--- config.mk ---
export PLATFORM = sky130hd
export DESIGN_NAME = gpio_irq_ctrl
export DESIGN_NICKNAME = d
export VERILOG_FILES = /design/src/rtl/gpio_irq_pkg.sv /design/src/rtl/gpio_in_sync.sv /design/src/rtl/gpio_event_unit.sv /design/src/rtl/gpio_pad_regs.sv /design/src/rtl/gpio_irq_ctrl.sv
export SDC_FILE = /design/constraint.sdc
export NUM_CORES = 1
export LEC_CHECK = 0
export BUFFER_PORTS_ARGS = -buffer_cell sky130_fd_sc_hd__buf_2
export CORE_MARGIN = 5
export CORE_UTILIZATION = 40
export CTS_CLUSTER_DIAMETER = 200
export DETAILED_ROUTE_END_ITERATION = 16
export GPL_TIMING_DRIVEN = 1
export PLACE_DENSITY = 0.6
export SYNTH_ARGS = -nofsm -noshare
export SYNTH_HDL_FRONTEND = slang
export SYNTH_SLANG_ARGS = --single-unit
export TNS_END_PERCENT = 1
--- constraint.sdc ---
create_clock -name clk -period 1.84 [get_ports clk]
set_input_delay 0.092 -clock clk [delete_from_list [all_inputs] [get_ports clk]]
set_output_delay 0.092 -clock clk [all_outputs]
set_load 0.02 [all_outputs]
--- src/rtl/gpio_irq_pkg.sv ---
package gpio_irq_pkg;
  localparam int ADDR_W = 8;
  localparam int DATA_W = 32;
  localparam int DRV_W  = 3;

  // main window
  localparam logic [ADDR_W-1:0] OFS_STATUS  = 8'h00;
  localparam logic [ADDR_W-1:0] OFS_CHIPEN  = 8'h04;
  localparam logic [ADDR_W-1:0] OFS_DIN     = 8'h40;
  localparam logic [ADDR_W-1:0] OFS_DOUT    = 8'h44;
  localparam logic [ADDR_W-1:0] OFS_OE      = 8'h48;
  localparam logic [ADDR_W-1:0] OFS_LVL_POL = 8'h50;
  localparam logic [ADDR_W-1:0] OFS_LVL_MSK = 8'h54;
  localparam logic [ADDR_W-1:0] OFS_EVT     = 8'h58;
  localparam logic [ADDR_W-1:0] OFS_EVT_MSK = 8'h5C;
  localparam logic [ADDR_W-1:0] OFS_EVT_POL = 8'h64;

  // pad window: drive slices sit at 4*slice, slice 0 holds the MSB
  localparam logic [ADDR_W-1:0] PAD_HYST    = 8'h10;
  localparam logic [ADDR_W-1:0] PAD_SLEW    = 8'h14;
  localparam logic [ADDR_W-1:0] PAD_PU      = 8'h18;
  localparam logic [ADDR_W-1:0] PAD_PD      = 8'h1C;
endpackage

--- src/rtl/gpio_in_sync.sv ---
module gpio_in_sync #(
  parameter int NPINS = 32
) (
  input  logic             clk,
  input  logic             rst_n,
  input  logic [NPINS-1:0] raw,
  output logic [NPINS-1:0] din,
  output logic [NPINS-1:0] rise,
  output logic [NPINS-1:0] fall
);
  for (genvar i = 0; i < NPINS; i++) begin : g_pin
    logic s1_q, s2_q, prev_q;
    always_ff @(posedge clk or negedge rst_n) begin
      if (!rst_n) begin
        s1_q   <= 1'b0;
        s2_q   <= 1'b0;
        prev_q <= 1'b0;
      end else begin
        s1_q   <= raw[i];
        s2_q   <= s1_q;
        prev_q <= s2_q;
      end
    end
    assign din[i]  = s2_q;
    assign rise[i] = s2_q & ~prev_q;
    assign fall[i] = ~s2_q & prev_q;
  end
endmodule

--- src/rtl/gpio_event_unit.sv ---
module gpio_event_unit #(
  parameter int NPINS = 32
) (
  input  logic             clk,
  input  logic             rst_n,
  input  logic [NPINS-1:0] din,
  input  logic [NPINS-1:0] rise,
  input  logic [NPINS-1:0] fall,
  input  logic [NPINS-1:0] lvl_pol,
  input  logic [NPINS-1:0] lvl_msk,
  input  logic [NPINS-1:0] evt_pol,
  input  logic [NPINS-1:0] evt_msk,
  input  logic [NPINS-1:0] evt_clr,
  output logic [NPINS-1:0] evt_q,
  output logic [NPINS-1:0] evt_hit,
  output logic             summary
);
  logic [NPINS-1:0] lvl_act;

  for (genvar i = 0; i < NPINS; i++) begin : g_evt
    assign evt_hit[i] = evt_pol[i] ? fall[i] : rise[i];
    assign lvl_act[i] = (din[i] ^ lvl_pol[i]) & lvl_msk[i];
    // a fresh edge outranks a clear in the same cycle
    always_ff @(posedge clk or negedge rst_n) begin
      if (!rst_n)          evt_q[i] <= 1'b0;
      else if (evt_hit[i]) evt_q[i] <= 1'b1;
      else if (evt_clr[i]) evt_q[i] <= 1'b0;
    end
  end

  assign summary = |(lvl_act | (evt_q & evt_msk));
endmodule

--- src/rtl/gpio_pad_regs.sv ---
module gpio_pad_regs
  import gpio_irq_pkg::*;
#(
  parameter int NPINS = 32
) (
  input  logic                clk,
  input  logic                rst_n,
  input  logic                wr_en,
  input  logic [ADDR_W-1:0]   addr,
  input  logic [NPINS-1:0]    wdata,
  output logic [DATA_W-1:0]   rdata,
  output logic [DRV_W*NPINS-1:0] drive,
  output logic [NPINS-1:0]    hyst,
  output logic [NPINS-1:0]    slew,
  output logic [NPINS-1:0]    pull_up,
  output logic [NPINS-1:0]    pull_dn
);
  logic [NPINS-1:0] drv_q [DRV_W];
  logic [NPINS-1:0] hyst_q, slew_q, pu_q, pd_q;
  logic [DRV_W-1:0] drv_hit;

  for (genvar s = 0; s < DRV_W; s++) begin : g_slice
    assign drv_hit[s] = (addr == ADDR_W'(4 * s));
    always_ff @(posedge clk or negedge rst_n) begin
      if (!rst_n)                  drv_q[s] <= '0;
      else if (wr_en && drv_hit[s]) drv_q[s] <= wdata;
    end
  end

  always_ff @(posedge clk or negedge rst_n) begin
    if (!rst_n) begin
      hyst_q <= '0;
      slew_q <= '0;
      pu_q   <= '0;
      pd_q   <= '0;
    end else if (wr_en) begin
      case (addr)
        PAD_HYST: hyst_q <= wdata;
        PAD_SLEW: slew_q <= wdata;
        PAD_PU:   pu_q   <= wdata;
        PAD_PD:   pd_q   <= wdata;
        default: ;
      endcase
    end
  end

  for (genvar i = 0; i < NPINS; i++) begin : g_code
    for (genvar s = 0; s < DRV_W; s++) begin : g_bit
      assign drive[DRV_W*i + (DRV_W-1-s)] = drv_q[s][i];
    end
  end

  assign hyst    = hyst_q;
  assign slew    = slew_q;
  assign pull_up = pu_q;
  assign pull_dn = pd_q;

  always_comb begin
    rdata = '0;
    for (int s = 0; s < DRV_W; s++)
      if (drv_hit[s]) rdata[NPINS-1:0] = drv_q[s];
    case (addr)
      PAD_HYST: rdata[NPINS-1:0] = hyst_q;
      PAD_SLEW: rdata[NPINS-1:0] = slew_q;
      PAD_PU:   rdata[NPINS-1:0] = pu_q;
      PAD_PD:   rdata[NPINS-1:0] = pd_q;
      default: ;
    endcase
  end
endmodule

--- src/rtl/gpio_irq_ctrl.sv ---
module gpio_irq_ctrl
  import gpio_irq_pkg::*;
#(
  parameter int NPINS = 32
) (
  input  logic                    clk,
  input  logic                    rst_n,
  input  logic                    req_valid,
  output logic                    req_ready,
  input  logic                    req_write,
  input  logic                    req_pad,
  input  logic [ADDR_W-1:0]       req_addr,
  input  logic [DATA_W-1:0]       req_wdata,
  output logic                    rsp_valid,
  output logic [DATA_W-1:0]       rsp_rdata,
  input  logic [NPINS-1:0]        pin_in,
  output logic [NPINS-1:0]        pin_out,
  output logic [NPINS-1:0]        pin_oe,
  output logic                    irq_out,
  output logic [DRV_W*NPINS-1:0]  pad_drive,
  output logic [NPINS-1:0]        pad_hyst,
  output logic [NPINS-1:0]        pad_slew,
  output logic [NPINS-1:0]        pad_pull_up,
  output logic [NPINS-1:0]        pad_pull_dn
);
  logic [NPINS-1:0] din, rise, fall;
  logic [NPINS-1:0] dout_q, oe_q, lvl_pol_q, lvl_msk_q, evt_pol_q, evt_msk_q;
  logic [NPINS-1:0] ev_q, ev_hit, ev_clr, wbits;
  logic             chip_en, summary;
  logic             wr_main, wr_pad, rd_req;
  logic [DATA_W-1:0] main_rdata, pad_rdata;

  assign req_ready = 1'b1;
  assign wr_main   = req_valid & req_write & ~req_pad;
  assign wr_pad    = req_valid & req_write & req_pad;
  assign rd_req    = req_valid & ~req_write;
  assign wbits     = req_wdata[NPINS-1:0];
  assign ev_clr    = (wr_main && req_addr == OFS_EVT) ? wbits : '0;

  gpio_in_sync #(.NPINS(NPINS)) u_sync (
    .clk(clk), .rst_n(rst_n), .raw(pin_in), .din(din), .rise(rise), .fall(fall)
  );

  gpio_event_unit #(.NPINS(NPINS)) u_evt (
    .clk(clk), .rst_n(rst_n), .din(din), .rise(rise), .fall(fall),
    .lvl_pol(lvl_pol_q), .lvl_msk(lvl_msk_q), .evt_pol(evt_pol_q),
    .evt_msk(evt_msk_q), .evt_clr(ev_clr), .evt_q(ev_q), .evt_hit(ev_hit),
    .summary(summary)
  );

  gpio_pad_regs #(.NPINS(NPINS)) u_pad (
    .clk(clk), .rst_n(rst_n), .wr_en(wr_pad), .addr(req_addr), .wdata(wbits),
    .rdata(pad_rdata), .drive(pad_drive), .hyst(pad_hyst), .slew(pad_slew),
    .pull_up(pad_pull_up), .pull_dn(pad_pull_dn)
  );

  always_ff @(posedge clk or negedge rst_n) begin
    if (!rst_n) begin
      dout_q    <= '0;
      oe_q      <= '0;
      lvl_pol_q <= '0;
      lvl_msk_q <= '0;
      evt_pol_q <= '0;
      evt_msk_q <= '0;
      chip_en   <= 1'b0;
    end else if (wr_main) begin
      case (req_addr)
        OFS_CHIPEN:  chip_en   <= req_wdata[0];
        OFS_DOUT:    dout_q    <= wbits;
        OFS_OE:      oe_q      <= wbits;
        OFS_LVL_POL: lvl_pol_q <= wbits;
        OFS_LVL_MSK: lvl_msk_q <= wbits;
        OFS_EVT_MSK: evt_msk_q <= wbits;
        OFS_EVT_POL: evt_pol_q <= wbits;
        default: ;
      endcase
    end
  end

  always_comb begin
    main_rdata = '0;
    case (req_addr)
      OFS_STATUS:  main_rdata[0] = summary;
      OFS_CHIPEN:  main_rdata[0] = chip_en;
      OFS_DIN:     main_rdata[NPINS-1:0] = din;
      OFS_DOUT:    main_rdata[NPINS-1:0] = dout_q;
      OFS_OE:      main_rdata[NPINS-1:0] = oe_q;
      OFS_LVL_POL: main_rdata[NPINS-1:0] = lvl_pol_q;
      OFS_LVL_MSK: main_rdata[NPINS-1:0] = lvl_msk_q;
      OFS_EVT:     main_rdata[NPINS-1:0] = ev_q;
      OFS_EVT_MSK: main_rdata[NPINS-1:0] = evt_msk_q;
      OFS_EVT_POL: main_rdata[NPINS-1:0] = evt_pol_q;
      default: ;
    endcase
  end

  always_ff @(posedge clk or negedge rst_n) begin
    if (!rst_n) begin
      rsp_valid <= 1'b0;
      rsp_rdata <= '0;
    end else begin
      rsp_valid <= rd_req;
      rsp_rdata <= rd_req ? (req_pad ? pad_rdata : main_rdata) : '0;
    end
  end

  assign pin_oe  = oe_q;
  assign pin_out = dout_q & oe_q;
  assign irq_out = summary & chip_en;
endmodule

==> flow_summary_export.csv, run 1 <==
group,metric,value,unit
cells_and_area,final_util,0.521,
floorplan,start_util,0.402,
cells_and_area,area_delta_synth_final,29.5,%
floorplan,dieWidth,261,um
clock_network,clock_latency,620,ps
synthesis,synthMuxAreaShare,0.223,
synthesis,synth_ff_type,"dfrtp_1",
drt,via_count,19500,
synthesis,ys_ff_latch,578,
synthesis,async_flop_share,1.00,
synthesis,seq_area_frac_synth,0.572,
sta,hold_viol_final,0,
job,max_cap_viol_count,0,
sta,timing.fmax,398,MHz
synthesis,synth-xor-area-share,0.0111,
cells_and_area,fin_nets,2661,
drt,drtIter0Drc,1822,
floorplan,fp-row-count,92,
setup_path,cp_num_buf_inv,2,
synthesis,synth_top_family_by_area,"multiplexers",
synthesis,yosys_warnings,0,
clock_network,htree_levels,3,
global_routing,grt_overflow,0,
sta,timing.final.crit_share,1.37,
setup_path,path_max_fanout,2,
setup_path,cp.arrival,2420,ps
drt,dr.pass1.iters,8,
setup_path,worst_setup_path_start_kind,"flop",
placed_design,numPortBuffers,398,
setup_path,worstPathRequired,1750,ps
drt,ant_nets,0,
setup_path,critPathKind,"flop to primary output",
global_routing,grt_pass1_wl,134000,um
setup_path,cp_top_family,"simple AND/OR/NAND/NOR gates",
setup_path,rr_endpoint,"rsp_rdata[0]$_DFF_PN0_",
setup_path,cp_slowest_stage_delay,390,ps
global_routing,grt_start_max_net_pins,81,
cells_and_area,largest_reg_flops,96,
sta,rsz0062_at_grt,"yes",
setup_path,cp_cell_sequence,"xor2_1, a22oi_1, buf_4, nand4_1, nor4_4, a31oi_4, buf_6",
cells_and_area,nFillCells,5500,
status,violations,"setup timing",
pwr,ir_worst_vdd,639,uV
global_routing,grt_use_total,0.263,
setup_path,ff2ff_setup_slack,-20,ps
sta,maxSlewViolCount,0,
global_routing,grt_pass1_vias,20300,
status,status,"complete, but fails checks",
cells_and_area,drive_gt1_frac,0.442,
floorplan,ios,400,
clock_network,cts_buffers,66,
synthesis,synth_nets,2063,
clock_network,clockBufferDepth,3,
floorplan,coreArea,62900,sq um
clock_network,path_clk_slew,60,ps
clock_network,clkSinkCount,578,
synthesis,synth_edf_count,0,
hold_path,min-delay-path-class,"input pin to async pin",
setup_path,worstSetupEndpointType,"primary output",
placed_design,post-place-ws,-445,ps
synthesis,synth_area_per_cell,12.7,sq um
clock_network,cts_tree,"yes",
sta,fin_crit,2510,ps
sta,fin_skew,36.0,ps
drt,routed_via_density,5.62,
pwr,p_leak,16.3,nW
setup_path,rr_worst_depth,7,
cells_and_area,multiInputGateArea,10200,sq um
placed_design,gp_congestion,0.901,
synthesis,synth_simple_gate_area_frac,0.0682,
drt,wl_per_cell,26.3,um
placed_design,place_hpwl,64800,um
floorplan,die_h,261,um
drt,wl,91600,um
synthesis,synth_compound_area_frac,0.0947,
sta,worst_slack,-672,ps
clock_network,postCtsSetupRepairBufs,0,
clock_network,root_buffer,"clkbuf_16",
setup_path,r2r-start,"lvl_pol_q[9]$_DFFE_PN0P_",
sta,setup_viol,2,
pwr,p_per_area,859,nW/um^2
synthesis,netlist_area,25300,sq um
synthesis,yosysUniqueCellTypes,49,
setup_path,cpMaxStageDelayCell,"dfrtp_1",
drt,drc,0,
cells_and_area,seq_area,14500,sq um
synthesis,synth_fa_ha_area_frac,0,
synthesis,synthCells,1986,
global_routing,antenna_found_initial,5,
floorplan,die_area,68300,sq um
## logic make-up after synthesis
| group | Yosys count |
|---|---|
| simple gates | 374 |
| other cells | 1 |
| mux | 498 |
| flops | 578 |
| buf+inv | 151 |
| compound gates | 352 |
| xor+xnor | 32 |
## layout make-up
cell class	count	share of cell area
well taps	846	0.0323
multi-input cells	1257	0.311
flip-flops and latches	578	0.442
clock buffers	98	0.0603
diodes	1	0.0000764
repair buffers	677	0.149
clock inverters	16	0.00550
inverters	4	0.000458
## worst max-delay path by stage
stage / startpoint / end / cells after the start
6_report: lvl_pol_q[9]$_DFFE_PN0P_ / irq_out / 7
4_1_cts: u_evt.evt_q[22]$_DFFE_PN0P_ / irq_out / 6
3_3_place_gp: u_evt.evt_q[28]$_DFFE_PN0P_ / irq_out / 7
3_5_place_dp: u_evt.evt_q[22]$_DFFE_PN0P_ / irq_out / 6
2_1_floorplan: req_addr[5] / u_pad.pull_up[10]$_DFFE_PN0P_ / 7
5_1_grt: lvl_pol_q[9]$_DFFE_PN0P_ / irq_out / 7
## Yosys cell counts, types with 9 or more instances
library cell | instances | share of area
dfrtp_1 | 578 | 0.57
mux2_2 | 406 | 0.18
nand2_1 | 211 | 0.031
clkbuf_1 | 77 | 0.011
a21oi_1 | 74 | 0.015
nor2_1 | 68 | 0.010
mux2i_1 | 61 | 0.024
a22oi_1 | 59 | 0.018
o22ai_1 | 53 | 0.013
o21ai_0 | 47 | 0.0093
a222oi_1 | 37 | 0.015
and2_1 | 36 | 0.0089
buf_2 | 36 | 0.0071
o211ai_1 | 32 | 0.0095
xor2_1 | 32 | 0.011
mux2_1 | 22 | 0.0098
a211oi_1 | 21 | 0.0062
buf_4 | 16 | 0.0048
a22o_1 | 15 | 0.0052
buf_6 | 15 | 0.0067
nand3_1 | 10 | 0.0020
mux4_2 | 9 | 0.0080
## worst reg2reg max path: stages (launching register included)
cell and delay [ps]:
dfrtp_1 390, xor2_1 170, a22oi_1 190, buf_4 180
nand4_1 180, nor4_4 340, a31o_1 190, a31oi_1 90
## layer usage
metal | GRT usage | part of all wire | vias to the layer above
met5 | 0 | 0.00033 | -
met4 | 0.0855 | 0.029 | 6
met3 | 0.0584 | 0.080 | 162
met2 | 0.435 | 0.48 | 847
met1 | 0.347 | 0.41 | 10100
li1 | - | - | 8430
## per-stage QoR
stage	area [sq um]	hold slack [ps]	instances	setup TNS, ps	total power [mW]
detailed placement	29800	31.9	3294	-52540	15.1
finish	32700	7.05	3477	-693	28.1
CTS	32700	0.560	3476	-744	28.4
global route	32700	27.5	3476	-852	29.1
global placement	29800	32.0	3294	-39880	15.1
floorplan	25300	-204	1986	0	14.0
## power by group
group	total (mW)	leakage [nW]	internal (mW)	switching, mW
clock	13.1	1.06	7.73	5.37
combinational	1.87	7.61	0.694	1.18
sequential	13.2	7.67	13.0	0.212
total	28.1	16.3	21.4	6.76
## cell usage in the layout (no fill, tap or decap), types with 9 or more instances in the layout
master,Yosys,routed
buf_2,36,394
a21oi_1,74,74
a211oi_1,21,19
o21ai_0,47,47
clkbuf_16,0,68
o211ai_1,32,32
dlygate4sd3_1,0,68
buf_12,0,47
dfrtp_1,578,578
buf_4,16,165
mux2_1,22,22
mux4_2,9,9
nor2_4,7,10
a222oi_1,37,37
nor2_1,68,65
clkbuf_1,77,14
and2_1,36,34
a22o_1,15,15
nand2_1,211,211
mux2i_1,61,61
xor2_1,32,32
clkbuf_8,0,16
o22ai_1,53,53
a22oi_1,59,59
mux2_2,406,406
nand3_1,10,9
## repair_timing
action / in CTS / in global routing
endpoints found under the hold margin: 1037 / 0
pin swaps: 5 / 0
cloned: 0 / 0
endpoints found under the setup margin: 2 / 3
hold buffers: 68 / 0
resized for setup: 6 / 5
(Power assumes the default switching activity.)
==> run 2, diff against run 1 <==
Settings changed: CELL_PAD_IN_SITES_DETAIL_PLACEMENT from default to 1, CELL_PAD_IN_SITES_GLOBAL_PLACEMENT from default to 1, PLACE_DENSITY 0.6 to 0.71.
==> flow_summary_export.csv, run 2 (same netlist as run 1, synthesis figures left out) <==
group,metric,value,unit
setup_path,r2r-start,"u_sync.g_pin[2].s2_q$_DFF_PN0_",
cells_and_area,seq_area,14500,sq um
setup_path,rr_endpoint,"rsp_rdata[0]$_DFF_PN0_",
setup_path,rr_worst_depth,7,
drt,drc,0,
setup_path,crit_start,"u_sync.g_pin[2].s2_q$_DFF_PN0_",
cells_and_area,nFillCells,6565,
hold_path,min-delay-path-class,"input pin to flop",
floorplan,fp-row-count,92,
clock_network,root_buffer,"clkbuf_16",
drt,wl_per_cell,28.7,um
clock_network,clkSinkCount,578,
job,max_cap_viol_count,0,
drt,routed_via_density,5.80,
setup_path,worstPathRequired,1750,ps
global_routing,grt_pass1_vias,22500,
sta,tightest_slew,976,ps
setup_path,worstSetupEndpointType,"primary output",
cells_and_area,largest_reg_flops,96,
pwr,p_leak,16.6,nW
placed_design,numPortBuffers,398,
setup_path,ff2ff_setup_slack,-130,ps
drt,dr.pass1.iters,7,
cells_and_area,layout.cells.non_filler,3518,
pwr,p_per_area,858,nW/um^2
cells_and_area,drive_gt1_frac,0.451,
cells_and_area,final_cell_mix,"dfrtp_1 (577), mux2_2 (406), buf_2 (394)",
placed_design,place_hpwl,70300,um
drt,via_count,20400,
global_routing,grt_overflow,0,
clock_network,cts_buffers,66,
drt,wl,101000,um
cells_and_area,area_delta_synth_final,31.1,%
pwr,ir_worst_vdd,591,uV
sta,fin_skew,26.4,ps
pwr,pwr-share-clk,0.467,
clock_network,path_clk_slew,60,ps
clock_network,clockBufferDepth,3,
sta,maxSlewViolCount,0,
floorplan,die_area,68300,sq um
setup_path,critPathKind,"flop to primary output",
global_routing,grt_use_total,0.290,
pwr,netSwitchingFraction,0.241,
clock_network,cts_tree,"yes",
sta,setup_viol,3,
floorplan,dieWidth,261,um
setup_path,endpoint,"irq_out",
floorplan,die_h,261,um
sta,rsz0062_at_grt,"yes",
drt,ant_nets,0,
global_routing,grt_start_max_net_pins,71,
setup_path,worst_setup_path_start_kind,"flop",
sta,tns,-861,ps
pwr,combinationalPowerShare,0.070,
cells_and_area,fin_nets,2698,
setup_path,cp.arrival,2460,ps
sta,fin_crit,2550,ps
cells_and_area,multiInputGateArea,10200,sq um
clock_network,htree_levels,3,
global_routing,antenna_found_initial,1,
cells_and_area,final_common_cell,"dfrtp_1",
floorplan,ios,400,
sta,max_slew_margin,0.347,
drt,drtIter0Drc,1667,
floorplan,coreArea,62900,sq um
pwr,internal_power,21.6,mW
sta,timing.fmax,391,MHz
global_routing,grt_pass1_wl,149000,um
placed_design,gp_congestion,0.915,
sta,worst_slack,-715,ps
sta,timing.final.crit_share,1.39,
floorplan,start_util,0.402,
pwr,net-switching-power,6.86,mW
setup_path,path_max_fanout,2,
pwr,p_seq_frac,0.463,
clock_network,clock_latency,610,ps
placed_design,numPlacedInstances,3325,
status,status,"complete, but fails checks",
status,violations,"setup timing",
sta,hold_viol_final,0,
## run 2: cell count changes in the layout (fill, tap and decap cells not counted), moves of 2 or more
| cell | delta |
|---|---|
| buf_4 | +28 |
| buf_12 | +7 |
| clkinv_2 | +3 |
| clkinv_8 | -3 |
| a22oi_1 | -2 |
| a22oi_2 | +2 |
| diode_2 | +2 |
| dlygate4sd3_1 | +2 |
## run 2: metal layers
metal	share of wire	GRT usage	up-vias	wire, um
met1	0.40	0.367	10800	40500
li1	-	-	8493	-
met2	0.50	0.496	870	50100
met3	0.059	0.0463	233	5930
met4	0.045	0.121	0	4510
met5	0	0	-	0
## run 2: through the flow
step	hold slack, ps	setup slack [ps]	instance area, sq um	utilization	power, mW
floorplan	-204	30.1	25300	-	14.0
global placement	22.3	-333	30200	0.480	15.2
detailed placement	25.7	-402	30200	0.480	15.2
CTS	97.5	-718	33100	0.527	28.6
global route	135	-741	33100	0.527	29.4
finish	134	-715	33100	0.527	28.4
## run 2: critical path, cell delays in order, from the launching register on
cell     delay (ps)
dfrtp_1         430
xor2_1          180
a22oi_1         340
nand2_1         160
nor4_2          300
buf_4           170
a31oi_4         120
buf_6           170
## run 2: final cells by class
type                            count  share of cell area
Antenna cell                        3            0.000226
Clock buffer                       99              0.0600
Clock inverter                     17             0.00532
Inverter                            4            0.000453
Multi-Input combinational cell   1257               0.308
Sequential cell                   578               0.436
Tap cell                          846              0.0319
Timing Repair Buffer              714               0.158
## run 2: timing repair
action | 4_1_cts | 5_1_grt
setup endpoints to repair | 3 | 5
setup buffers | 4 | 0
pin swaps | 5 | 2
hold buffers | 70 | 0
resized for setup | 12 | 3
hold endpoints to repair | 792 | 0
## run 2: worst min-delay path by stage
stage,to,from,cells past startpoint
after floorplan,chip_en$_DFFE_PN0P_,rst_n,0
after global placement,evt_pol_q[1]$_DFFE_PN0P_,rst_n,1
after detailed placement,evt_pol_q[1]$_DFFE_PN0P_,rst_n,1
after CTS,u_sync.g_pin[6].s1_q$_DFF_PN0_,pin_in[6],2
after global routing,u_sync.g_pin[18].s1_q$_DFF_PN0_,pin_in[18],2
final,u_sync.g_pin[6].s1_q$_DFF_PN0_,pin_in[6],2
## run 2: power by group through the flow
stage / clock (mW) / combinational [mW] / sequential [mW]
global placement: 0 / 1.78 / 13.4
detailed placement: 0 / 1.83 / 13.4
global route: 14.1 / 2.12 / 13.2
CTS: 13.5 / 1.98 / 13.2
finish: 13.3 / 1.99 / 13.2
floorplan: 0 / 0.602 / 13.4
